[src/rtl/hpi_pkg.sv]
package hpi_pkg;

    localparam int HOST_W = 8;

    // bit 7 down to bit 0 of the control register
    typedef struct packed {
        logic stat_empty_inv;
        logic rsvd;
        logic flag_merge;
        logic flag_pol;
        logic bsel_pol;
        logic ds_pol;
        logic one_strobe;
        logic wide;
    } ctl_t;

    typedef struct packed {
        logic cs_n;
        logic ids;
        logic ods;
        logic bsel;
        logic stat;
    } pins_t;

    localparam int PINS_W = $bits(pins_t);

    typedef enum logic [1:0] {
        TGT_NONE = 2'd0,
        TGT_LO   = 2'd1,
        TGT_HI   = 2'd2,
        TGT_STAT = 2'd3
    } tgt_e;

    function automatic tgt_e decode_tgt(input logic stat, input logic bsel, input ctl_t c);
        logic high_sel;
        high_sel = bsel ^ c.bsel_pol;
        if (stat)
            return high_sel ? TGT_NONE : TGT_STAT;
        if (!high_sel)
            return TGT_LO;
        return c.wide ? TGT_HI : TGT_NONE;
    endfunction

    function automatic logic is_final(input tgt_e t, input ctl_t c);
        if (!c.wide)
            return t == TGT_LO;
        return t == (c.bsel_pol ? TGT_LO : TGT_HI);
    endfunction

endpackage

[src/rtl/hpi_sync.sv]
module hpi_sync #(
    parameter int W      = 1,
    parameter int STAGES = 2,
    parameter logic [W-1:0] RST_VAL = '0
) (
    input  logic         clk,
    input  logic         rst,
    input  logic [W-1:0] d,
    output logic [W-1:0] q
);
    logic [W-1:0] stg [STAGES];

    always_ff @(posedge clk) begin
        if (rst) begin
            for (int i = 0; i < STAGES; i++) stg[i] <= RST_VAL;
        end else begin
            stg[0] <= d;
            for (int i = 1; i < STAGES; i++) stg[i] <= stg[i-1];
        end
    end

    assign q = stg[STAGES-1];
endmodule

[src/rtl/hpi_strobe.sv]
module hpi_strobe
    import hpi_pkg::*;
#(
    parameter int HW = HOST_W
) (
    input  logic          clk,
    input  logic          rst,
    input  pins_t         ps,
    input  logic [HW-1:0] din_s,
    input  ctl_t          ctl,
    output logic          wr_start,
    output logic          rd_start,
    output logic          wr_done,
    output logic          rd_done,
    output tgt_e          wr_tgt,
    output tgt_e          rd_tgt,
    output logic [HW-1:0] wr_byte
);
    logic       cs_on;
    logic       ds_on;
    logic [1:0] act;
    logic [1:0] start_v;
    logic [1:0] done_v;
    tgt_e [1:0] tgt_v;
    tgt_e       tgt_now;
    logic [HW-1:0] byte_q;

    always_comb begin
        cs_on   = ~ps.cs_n;
        ds_on   = ctl.ds_pol ? ps.ids : ~ps.ids;
        act[0]  = cs_on & (ctl.one_strobe ? (ds_on & ~ps.ods) : ~ps.ids);
        act[1]  = cs_on & (ctl.one_strobe ? (ds_on &  ps.ods) : ~ps.ods);
        tgt_now = decode_tgt(ps.stat, ps.bsel, ctl);
    end

    // index 0: host write direction, index 1: host read direction
    for (genvar d = 0; d < 2; d++) begin : g_dir
        logic act_q;
        tgt_e tgt_q;
        always_ff @(posedge clk) begin
            if (rst) begin
                act_q <= 1'b0;
                tgt_q <= TGT_NONE;
            end else begin
                act_q <= act[d];
                if (act[d]) tgt_q <= tgt_now;
            end
        end
        assign start_v[d] = act[d] & ~act_q;
        assign done_v[d]  = act_q & ~act[d];
        assign tgt_v[d]   = tgt_q;
    end

    always_ff @(posedge clk) begin
        if (rst)         byte_q <= '0;
        else if (act[0]) byte_q <= din_s;
    end

    assign wr_start = start_v[0];
    assign rd_start = start_v[1];
    assign wr_done  = done_v[0];
    assign rd_done  = done_v[1];
    assign wr_tgt   = tgt_v[0];
    assign rd_tgt   = tgt_v[1];
    assign wr_byte  = byte_q;
endmodule

[src/rtl/hpi_bufs.sv]
module hpi_bufs
    import hpi_pkg::*;
#(
    parameter int HW = HOST_W,
    localparam int WW = 2 * HW
) (
    input  logic          clk,
    input  logic          rst,
    input  ctl_t          ctl,
    input  logic          wr_done,
    input  tgt_e          wr_tgt,
    input  logic [HW-1:0] wr_byte,
    input  logic          rd_done,
    input  tgt_e          rd_tgt,
    input  logic          ibuf_rd,
    input  logic          obuf_wr,
    input  logic [WW-1:0] obuf_wdata,
    output logic [WW-1:0] ibuf,
    output logic [WW-1:0] obuf,
    output logic          full,
    output logic          empty
);
    always_ff @(posedge clk) begin
        if (rst) begin
            ibuf  <= '0;
            obuf  <= '0;
            full  <= 1'b0;
            empty <= 1'b1;
        end else begin
            if (wr_done) begin
                if (wr_tgt == TGT_LO) ibuf[HW-1:0]  <= wr_byte;
                if (wr_tgt == TGT_HI) ibuf[WW-1:HW] <= wr_byte;
                if (is_final(wr_tgt, ctl)) full <= 1'b1;
            end
            if (ibuf_rd) full <= 1'b0;
            if (rd_done && is_final(rd_tgt, ctl)) empty <= 1'b1;
            if (obuf_wr) begin
                obuf  <= obuf_wdata;
                empty <= 1'b0;
            end
        end
    end
endmodule

[src/rtl/hpi_port.sv]
module hpi_port
    import hpi_pkg::*;
#(
    parameter int HW     = HOST_W,
    parameter int SYNC_N = 2,
    localparam int WW    = 2 * HW
) (
    input  logic          clk,
    input  logic          rst,
    input  logic          h_cs_n,
    input  logic          h_ids_n,
    input  logic          h_ods_n,
    input  logic          h_bsel,
    input  logic          h_stat,
    input  logic [HW-1:0] h_din,
    output logic [HW-1:0] h_dout,
    output logic          pin_full,
    output logic          pin_empty,
    input  logic          ctl_wr,
    input  logic [7:0]    ctl_wdata,
    output logic [7:0]    ctl_rdata,
    input  logic          ibuf_rd,
    output logic [WW-1:0] ibuf_data,
    input  logic          obuf_wr,
    input  logic [WW-1:0] obuf_wdata,
    input  logic          irq_en_in,
    input  logic          irq_en_out,
    output logic          irq_in,
    output logic          irq_out
);
    localparam int SW = PINS_W + HW;
    localparam pins_t PINS_IDLE = '{cs_n: 1'b1, ids: 1'b1, ods: 1'b1, bsel: 1'b0, stat: 1'b0};
    localparam logic [SW-1:0] SYNC_RST = {PINS_IDLE, {HW{1'b0}}};

    ctl_t          ctl_q;
    pins_t         ps;
    logic [HW-1:0] din_s;
    logic [SW-1:0] sync_q;
    logic          wr_start, rd_start, wr_done, rd_done;
    tgt_e          wr_tgt, rd_tgt, rd_sel;
    logic [HW-1:0] wr_byte;
    logic [WW-1:0] obuf;
    logic          full, empty;

    always_ff @(posedge clk) begin
        if (rst)         ctl_q <= '0;
        else if (ctl_wr) begin
            ctl_q      <= ctl_t'(ctl_wdata);
            ctl_q.rsvd <= 1'b0;
        end
    end

    hpi_sync #(.W(SW), .STAGES(SYNC_N), .RST_VAL(SYNC_RST)) u_sync (
        .clk (clk),
        .rst (rst),
        .d   ({h_cs_n, h_ids_n, h_ods_n, h_bsel, h_stat, h_din}),
        .q   (sync_q)
    );
    assign ps    = pins_t'(sync_q[SW-1:HW]);
    assign din_s = sync_q[HW-1:0];

    hpi_strobe #(.HW(HW)) u_strobe (
        .clk      (clk),
        .rst      (rst),
        .ps       (ps),
        .din_s    (din_s),
        .ctl      (ctl_q),
        .wr_start (wr_start),
        .rd_start (rd_start),
        .wr_done  (wr_done),
        .rd_done  (rd_done),
        .wr_tgt   (wr_tgt),
        .rd_tgt   (rd_tgt),
        .wr_byte  (wr_byte)
    );

    hpi_bufs #(.HW(HW)) u_bufs (
        .clk        (clk),
        .rst        (rst),
        .ctl        (ctl_q),
        .wr_done    (wr_done),
        .wr_tgt     (wr_tgt),
        .wr_byte    (wr_byte),
        .rd_done    (rd_done),
        .rd_tgt     (rd_tgt),
        .ibuf_rd    (ibuf_rd),
        .obuf_wr    (obuf_wr),
        .obuf_wdata (obuf_wdata),
        .ibuf       (ibuf_data),
        .obuf       (obuf),
        .full       (full),
        .empty      (empty)
    );

    always_comb begin
        rd_sel = decode_tgt(h_stat, h_bsel, ctl_q);
        unique case (rd_sel)
            TGT_LO:   h_dout = obuf[HW-1:0];
            TGT_HI:   h_dout = obuf[WW-1:HW];
            TGT_STAT: h_dout = {{(HW-2){1'b0}}, full, empty ^ ctl_q.stat_empty_inv};
            default:  h_dout = '0;
        endcase
    end

    assign pin_empty = empty ^ ctl_q.flag_pol;
    assign pin_full  = ctl_q.flag_merge ? (full | empty) : (full ^ ctl_q.flag_pol);
    assign ctl_rdata = ctl_q;
    assign irq_in    = wr_start & irq_en_in;
    assign irq_out   = rd_start & irq_en_out;
endmodule

[config.mk]
export PLATFORM = sky130hd
export DESIGN_NAME = hpi_port
export DESIGN_NICKNAME = d
export VERILOG_FILES = /design/src/rtl/hpi_pkg.sv /design/src/rtl/hpi_sync.sv /design/src/rtl/hpi_strobe.sv /design/src/rtl/hpi_bufs.sv /design/src/rtl/hpi_port.sv
export SDC_FILE = /design/constraint.sdc
export NUM_CORES = 1
export LEC_CHECK = 0
export BUFFER_PORTS_ARGS = -buffer_cell sky130_fd_sc_hd__clkbuf_2
export CAP_MARGIN = 0
export CELL_PAD_IN_SITES_DETAIL_PLACEMENT = 1
export CELL_PAD_IN_SITES_GLOBAL_PLACEMENT = 1
export CORE_MARGIN = 1.5
export CORE_UTILIZATION = 35
export DETAILED_ROUTE_END_ITERATION = 7
export PLACE_DENSITY_LB_ADDON = 0.1
export SLEW_MARGIN = 15
export SYNTH_ARGS = -nofsm -noshare
export SYNTH_HDL_FRONTEND = slang
export SYNTH_SLANG_ARGS = --single-unit
export TNS_END_PERCENT = 20
[constraint.sdc]
create_clock -name clk -period 3.8 [get_ports clk]
set_input_delay 0.95 -clock clk [delete_from_list [all_inputs] [get_ports clk]]
set_output_delay 0.95 -clock clk [all_outputs]
set_load 0.1 [all_outputs]
# ---- Word level (Yosys, flattened, before mapping)
# Memory sizes are Yosys's and may differ from the RTL's.
# Index checks and enable logic that the tools add are counted.
dict set report classes {
  n_eq_ne 8
  bitwise 25
  reduce_logical 6
  mux 41
}
# operator count
set op_table {}
lappend op_table {{2-to-1 mux 1 bit} 26}
lappend op_table {{2-to-1 mux 13 bit} 2}
lappend op_table {{2-to-1 mux 2 bit} 12}
lappend op_table {{one-hot mux 8 bit (3 select lines)} 1}
lappend op_table {{bitwise AND 1 bit} 10}
lappend op_table {{NOT 1 bit} 7}
lappend op_table {{== test 2 x 1 -> 1 bit, second input constant} 3}
lappend op_table {{== test 2 bit, second input constant} 3}
lappend op_table {{AND reduction 2 bit} 3}
lappend op_table {{bitwise XOR 1 bit} 5}
lappend op_table {{== test 2 bit} 2}
lappend op_table {{OR 1 bit} 3}
lappend op_table {{nonzero test 2 bit} 1}
lappend op_table {{OR reduction 2 bit} 1}
lappend op_table {{logical AND 1 bit} 1}
dict set report word_totals {
  memories 1
  ff_bits 55
  inputBits 44
  ram_bits 26
  elab_cells 98
}
# name words width read_ports rd_ports_with_merged_regs wr line_no
set mem_list {}
lappend mem_list {u_sync.stg 2 13 2 0 2 hpi_sync.sv:11} ;# logic [W-1:0] stg [STAGES];

# ---- Logic depth before layout (Yosys ltp)
# An unclocked memory read counts as a cell.
dict set report logic_depth {
  depth_word 14
  depth_mapped 5
}

# ---- Modules after synthesis
# Synthesis repeated with hierarchy kept, for this count alone.
dict set report hier_totals {
  hier_cells 312
  area_unflattened_um2 3168.0
}
# module cells_per_inst instances seq_area_each_um2 area_per_inst_um2
set by_module_without_submodules {}
lappend by_module_without_submodules {hpi_bufs 123 1 680.7 1291.2}
lappend by_module_without_submodules {hpi_sync 67 1 520.5 804.5}
lappend by_module_without_submodules {hpi_strobe 61 1 280.3 603.1}
lappend by_module_without_submodules {hpi_port 61 1 140.1 469.2}

# ---- Least setup slack after synthesis
# Ideal clock, no wire load.
dict set report synth_path {
  kind {flip-flop to output port}
  from {reg ctl_q, in the netlist ctl_rdata[2]}
  to {out irq_in}
  required_ns 2.850
  arrival_ns 3.899
  stages_incl_launch_ff 5
  setup_slack_ns -1.049
  cell_sequence {dfxtp_1 and3_4 o211ai_4 buf_4 nor3b_1}
}
dict set report synth_between {
  elab_chain_cells 6
}
# item line_no
set synth_lines {}
lappend synth_lines {{start, declared} hpi_port.sv:35} ;# ctl_t ctl_q;
lappend synth_lines {{start signal, assigned} hpi_port.sv:48} ;# ctl_q <= ctl_t'(ctl_wdata);
lappend synth_lines {{2-to-1 mux 1 bit} hpi_strobe.sv:30} ;# ds_on = ctl.ds_pol ? ps.ids : ~ps.ids;
lappend synth_lines {{bitwise AND 1 bit} hpi_strobe.sv:31} ;# act[0] = cs_on & (ctl.one_strobe ? (ds_on & ~ps.ods) : ~ps.ids);
lappend synth_lines {{2-to-1 mux 1 bit} hpi_strobe.sv:31}
lappend synth_lines {{bitwise AND 1 bit} hpi_strobe.sv:31}
lappend synth_lines {{bitwise AND 1 bit} hpi_strobe.sv:49} ;# assign start_v[d] = act[d] & ~act_q;
lappend synth_lines {{bitwise AND 1 bit} hpi_port.sv:108} ;# assign irq_in = wr_start & irq_en_in;
lappend synth_lines {{end, declared} hpi_port.sv:28} ;# output logic irq_in,
# No other way between the ends.

# ---- Worst setup path in the final report
dict set report layout_path {
  from {in h_bsel}
  to {out h_dout[0]}
}
dict set report layout_between {
  elab_chain_cells 8
  word_cells_on_any_way 12
  cone_classes {eq/ne: 3; mux: 8; bitwise: 1}
}
# item line_no
set layout_lines {}
lappend layout_lines {{start, declared} hpi_port.sv:13} ;# input logic h_bsel,
lappend layout_lines {{bitwise XOR 1 bit (*)} hpi_pkg.sv:36} ;# high_sel = bsel ^ c.bsel_pol;
lappend layout_lines {{2-to-1 mux 2 bit} hpi_pkg.sv:38} ;# return high_sel ? TGT_NONE : TGT_STAT;
lappend layout_lines {{2-to-1 mux 2 bit} hpi_pkg.sv:37} ;# if (stat)
lappend layout_lines {{2-to-1 mux 2 bit} hpi_pkg.sv:39} ;# if (!high_sel)
lappend layout_lines {{2-to-1 mux 2 bit} hpi_pkg.sv:41} ;# return c.wide ? TGT_HI : TGT_NONE;
lappend layout_lines {{2-to-1 mux 2 bit (*)} hpi_pkg.sv:39}
lappend layout_lines {{== test 2 bit / == test 2 x 1 -> 1 bit (equally long branches)} hpi_port.sv:97} ;# unique case (rd_sel)
lappend layout_lines {{one-hot mux 8 bit (3 select lines) (*)} hpi_port.sv:97}
lappend layout_lines {{end, declared} hpi_port.sv:16} ;# output logic [HW-1:0] h_dout,
# Every way passes the cells marked *; elsewhere a longest branch is shown, timed or not. The select of a mux whose other input is x is not followed.

==> results by group <==
Route
  • Via/cell ratio: 4.613
  • Final ANT Viol Nets: 0
  • DRC viols: 0
  • Routed Wire Length: between 6 and 7 mm
  • DRT iter0 DRCs: 43
  • Via count: 2256
  • Routed len/inst: roughly 13 um
  • Router iterations before antenna repair: 4

Cells and area
  • Inserted Diodes: 0
  • Number of nets in the layout: 420
  • Ratio of cells with drive above 1 in the final layout: 0.2861
  • Area Growth Syn to Fin: 21.97%
  • Post-route cell area: 3786 sq um
  • # fillers: 1018
  • Core Util, Final: 0.4384

STA
  • Slew Viols, Final: 0
  • Final Hold Fails: 0
  • Fmax: 305.0 MHz
  • Max Clock Skew: 0.01024 ns
  • Endpoints failing setup: 0
  • Max-Slew Margin vs Limit: 0.3322
  • RSZ-0062 raised after global routing: no
  • Crit path time final: between 3 and 4 ns
  • Worst Max-Slew Pin Slew: between 1 and 1.5 ns
  • Period Utilization, post-route: 0.8628
  • Setup TNS: 0 ns

Critical path
  • Required time of the worst setup path: 2.85 ns
  • Critical path class: in2out
  • Top cell by count, worst path: clkbuf_2
  • CP Max Fanout: 9
  • R2R Path Start: ctl_rdata[1]
  • Worst Setup EP: h_dout[0]
  • CP startpoint: h_bsel
  • Nature of the critical path endpoint: output pin
  • Critical Path Start Type: input port
  • Worst-case reg-to-reg path depth: 4
  • Max incr delay on CP: 0.47 ns
  • Worst Path Arrival: between 2 and 2.5 ns
  • Crit-path cells: clkbuf_2, xor2_2, and3_1, a21oi_1, o21ai_1, clkbuf_2
  • Crit-path slowest cell: clkbuf_2
  • R2R setup slack: between 1.5 and 2 ns
  • RR Endpoint: u_bufs.ibuf[6]

Yosys
  • Synth top area share: 0.5224
  • Area leader, netlist: dfxtp_1
  • Synth Instances: 305
  • Synth Cell Area: between 3000 and 4000 sq um
  • Top FF cell, synth: dfxtp_1
  • #FFs+latches synth: 81
  • Ys Warns: 0
  • Syn Nets: 349
  • Cell variety after synth: 36
  • Syn avg cell area: 10.18 sq um
  • Seq/Total Area, Yosys: 0.5224
  • Most frequent cell after synthesis: dfxtp_1
  • Post-synth EDFFs: 0
  • Synth cell count leaders: dfxtp_1 (81), mux2i_1 (50), nor2_1 (37)
  • Fraction of registers with async set/reset: 0
  • Synth area leaders: dfxtp_1 (52%), mux2i_1 (16%), nand2b_1 (5.4%)

Floorplanning
  • Die area: 9443 sq um
  • Starting Density: 0.3595
  • Core area: 8636 sq um
  • Die Width: ~97 um
  • # IOs: 80
  • Height of the die: slightly below 100 um
  • Num rows: 34

Place
  • Post-DP Area: approximately 3600 sq um
  • Hpwl dp: 4.612 mm
  • # port buffers: 77
  • GP Congestion: 0.7077

Global routing
  • Initial antenna violation count: 0
  • Aggregate global routing overflow: 0
  • Pin count of the biggest net entering global routing: 59
  • Vias in the first global route: 2259
  • First-pass GRT wire length: around 11 mm
  • GR Util All Layers: 0.1431

CTS
  • Number of H-tree levels: 3
  • CTS tree: yes
  • Root Buffer: clkbuf_8
  • Later-pin clock latency in the skew report: 0.35 ns
  • Longest Clk Path Bufs: 2
  • Clk sinks: 81
  • CTS Hold Buffers Added: 0
  • Cts bufs inserted: 9
  • Worst-path clk slew: 0.08 ns
  • Post-CTS setup buffers: 0
  • Cts repair resizes: 0

Pwr
  • Pwr Density: between 400 and 500 nW/um^2
  • Leakage power: 1.748 nW
  • Worst VDD drop: 0.1678 mV
  • Total power: between 1.5 and 2 mW

Run
  • Total of max-cap violations: 0

Status
  • Outcome: finished, final reports clean

Worst hold path
  • Hold crit path type: reg2reg
==> placed cells by master (no fill, tap or decap), drive strengths merged <==
cell type / synthesis / routed
clkbuf: 12 / 87
dfxtp: 81 / 81
mux2i: 50 / 50
nor2: 37 / 37
nand2b: 27 / 27
nor2b: 22 / 22
a21oi: 13 / 13
or2: 8 / 8
nand2: 7 / 7
nand3: 7 / 7
xor2: 5 / 5
clkinv: 0 / 4
o21ai: 4 / 4
inv: 3 / 3
buf: 8 / 3
nor3b: 3 / 3
xnor2: 2 / 2
nand4b: 2 / 2
nor3: 2 / 2
bufinv: 0 / 2
and3: 2 / 2
and2: 1 / 1
o211ai: 1 / 1
and4b: 1 / 1
a31oi: 1 / 1
or3: 1 / 1
mux2: 1 / 1
a211oi: 1 / 1
nor4bb: 1 / 1
a221o: 1 / 1
conb: 1 / 1
==> logic make-up after synthesis <==
kind of cell	after synthesis	synth area share
other	1	0.001208
XOR/XNOR	7	0.02217
multiplexers	51	0.1649
flip-flops	81	0.5224
AO/OA/AOI/OAI	21	0.04192
AND/OR/NAND/NOR	121	0.2116
buffers and inverters	23	0.03587
==> flip-flops by register name (all words and copies together) (netlist names) <==
| signal | cells |
|---|---|
| ctl_rdata | 7 |
| u_bufs.obuf | 16 |
| u_strobe.g_dir.act_q | 2 |
| u_bufs.full | 1 |
| u_strobe.wr_tgt | 2 |
| u_sync.stg | 26 |
| u_bufs.ibuf | 16 |
| u_strobe.wr_byte | 8 |
| u_strobe.rd_tgt | 2 |
| u_bufs.empty | 1 |
==> where the power goes <==
group | leakage [nW] | total [mW] | internal (mW) | switching [mW]
Clock | 0.116 | 0.708 | 0.390 | 0.318
Combinational | 0.968 | 0.201 | 0.0616 | 0.139
Sequential | 0.663 | 0.895 | 0.877 | 0.0187
==> per-stage QoR <==
step | cells | hold WS (ns) | setup slack, ns
5_1_grt | 489 | 0.4288 | 0.3823
4_1_cts | 489 | 0.4173 | 0.5089
3_5_place_dp | 473 | 0.3974 | 0.5151
2_1_floorplan | 305 | 0.3895 | -0.6382
6_report | 489 | 0.4139 | 0.5215
3_3_place_gp | 473 | 0.3998 | 0.5291
==> critical path, delay by kind of cell <==
family | cells | cell delay [ns]
compound gates | 2 | 0.17
buf+inv | 2 | 0.60
simple gates | 1 | 0.22
xor+xnor | 1 | 0.39
==> metal layers <==
| layer | vias up | global-route usage | part of all wire |
|---|---|---|---|
| met5 | - | 0 | 0 |
| met4 | 0 | 0.06689 | 0.017 |
| met3 | 13 | 0.03885 | 0.058 |
| met2 | 56 | 0.2179 | 0.44 |
| met1 | 1047 | 0.1884 | 0.49 |
| li1 | 1140 | - | - |
==> cell type report <==
type | count | area, sq um | area share
Inverter | 3 | 11.26 | 0.002974
Multi-Input combinational cell | 201 | 1381 | 0.3648
Tap cell | 108 | 135.1 | 0.03569
Sequential cell | 81 | 1622 | 0.4283
Timing Repair Buffer | 80 | 407.9 | 0.1077
Clock buffer | 10 | 137.6 | 0.03635
Clock inverter | 6 | 91.34 | 0.02412
==> how the worst min path moves through the flow <==
| stage | startpoint | to | slack, ns | cells after the start |
|---|---|---|---|---|
| 2_1_floorplan | u_sync.stg[0][10] | u_sync.stg[0][23] | 0.39 | 1 |
| 3_3_place_gp | u_sync.stg[0][10] | u_sync.stg[0][23] | 0.40 | 1 |
| 3_5_place_dp | u_sync.stg[0][10] | u_sync.stg[0][23] | 0.40 | 1 |
| 4_1_cts | u_sync.stg[0][11] | u_sync.stg[0][24] | 0.42 | 1 |
| 5_1_grt | u_sync.stg[0][10] | u_sync.stg[0][23] | 0.43 | 1 |
| 6_report | u_sync.stg[0][10] | u_sync.stg[0][23] | 0.41 | 1 |
Power figures use the tool's default switching activity.
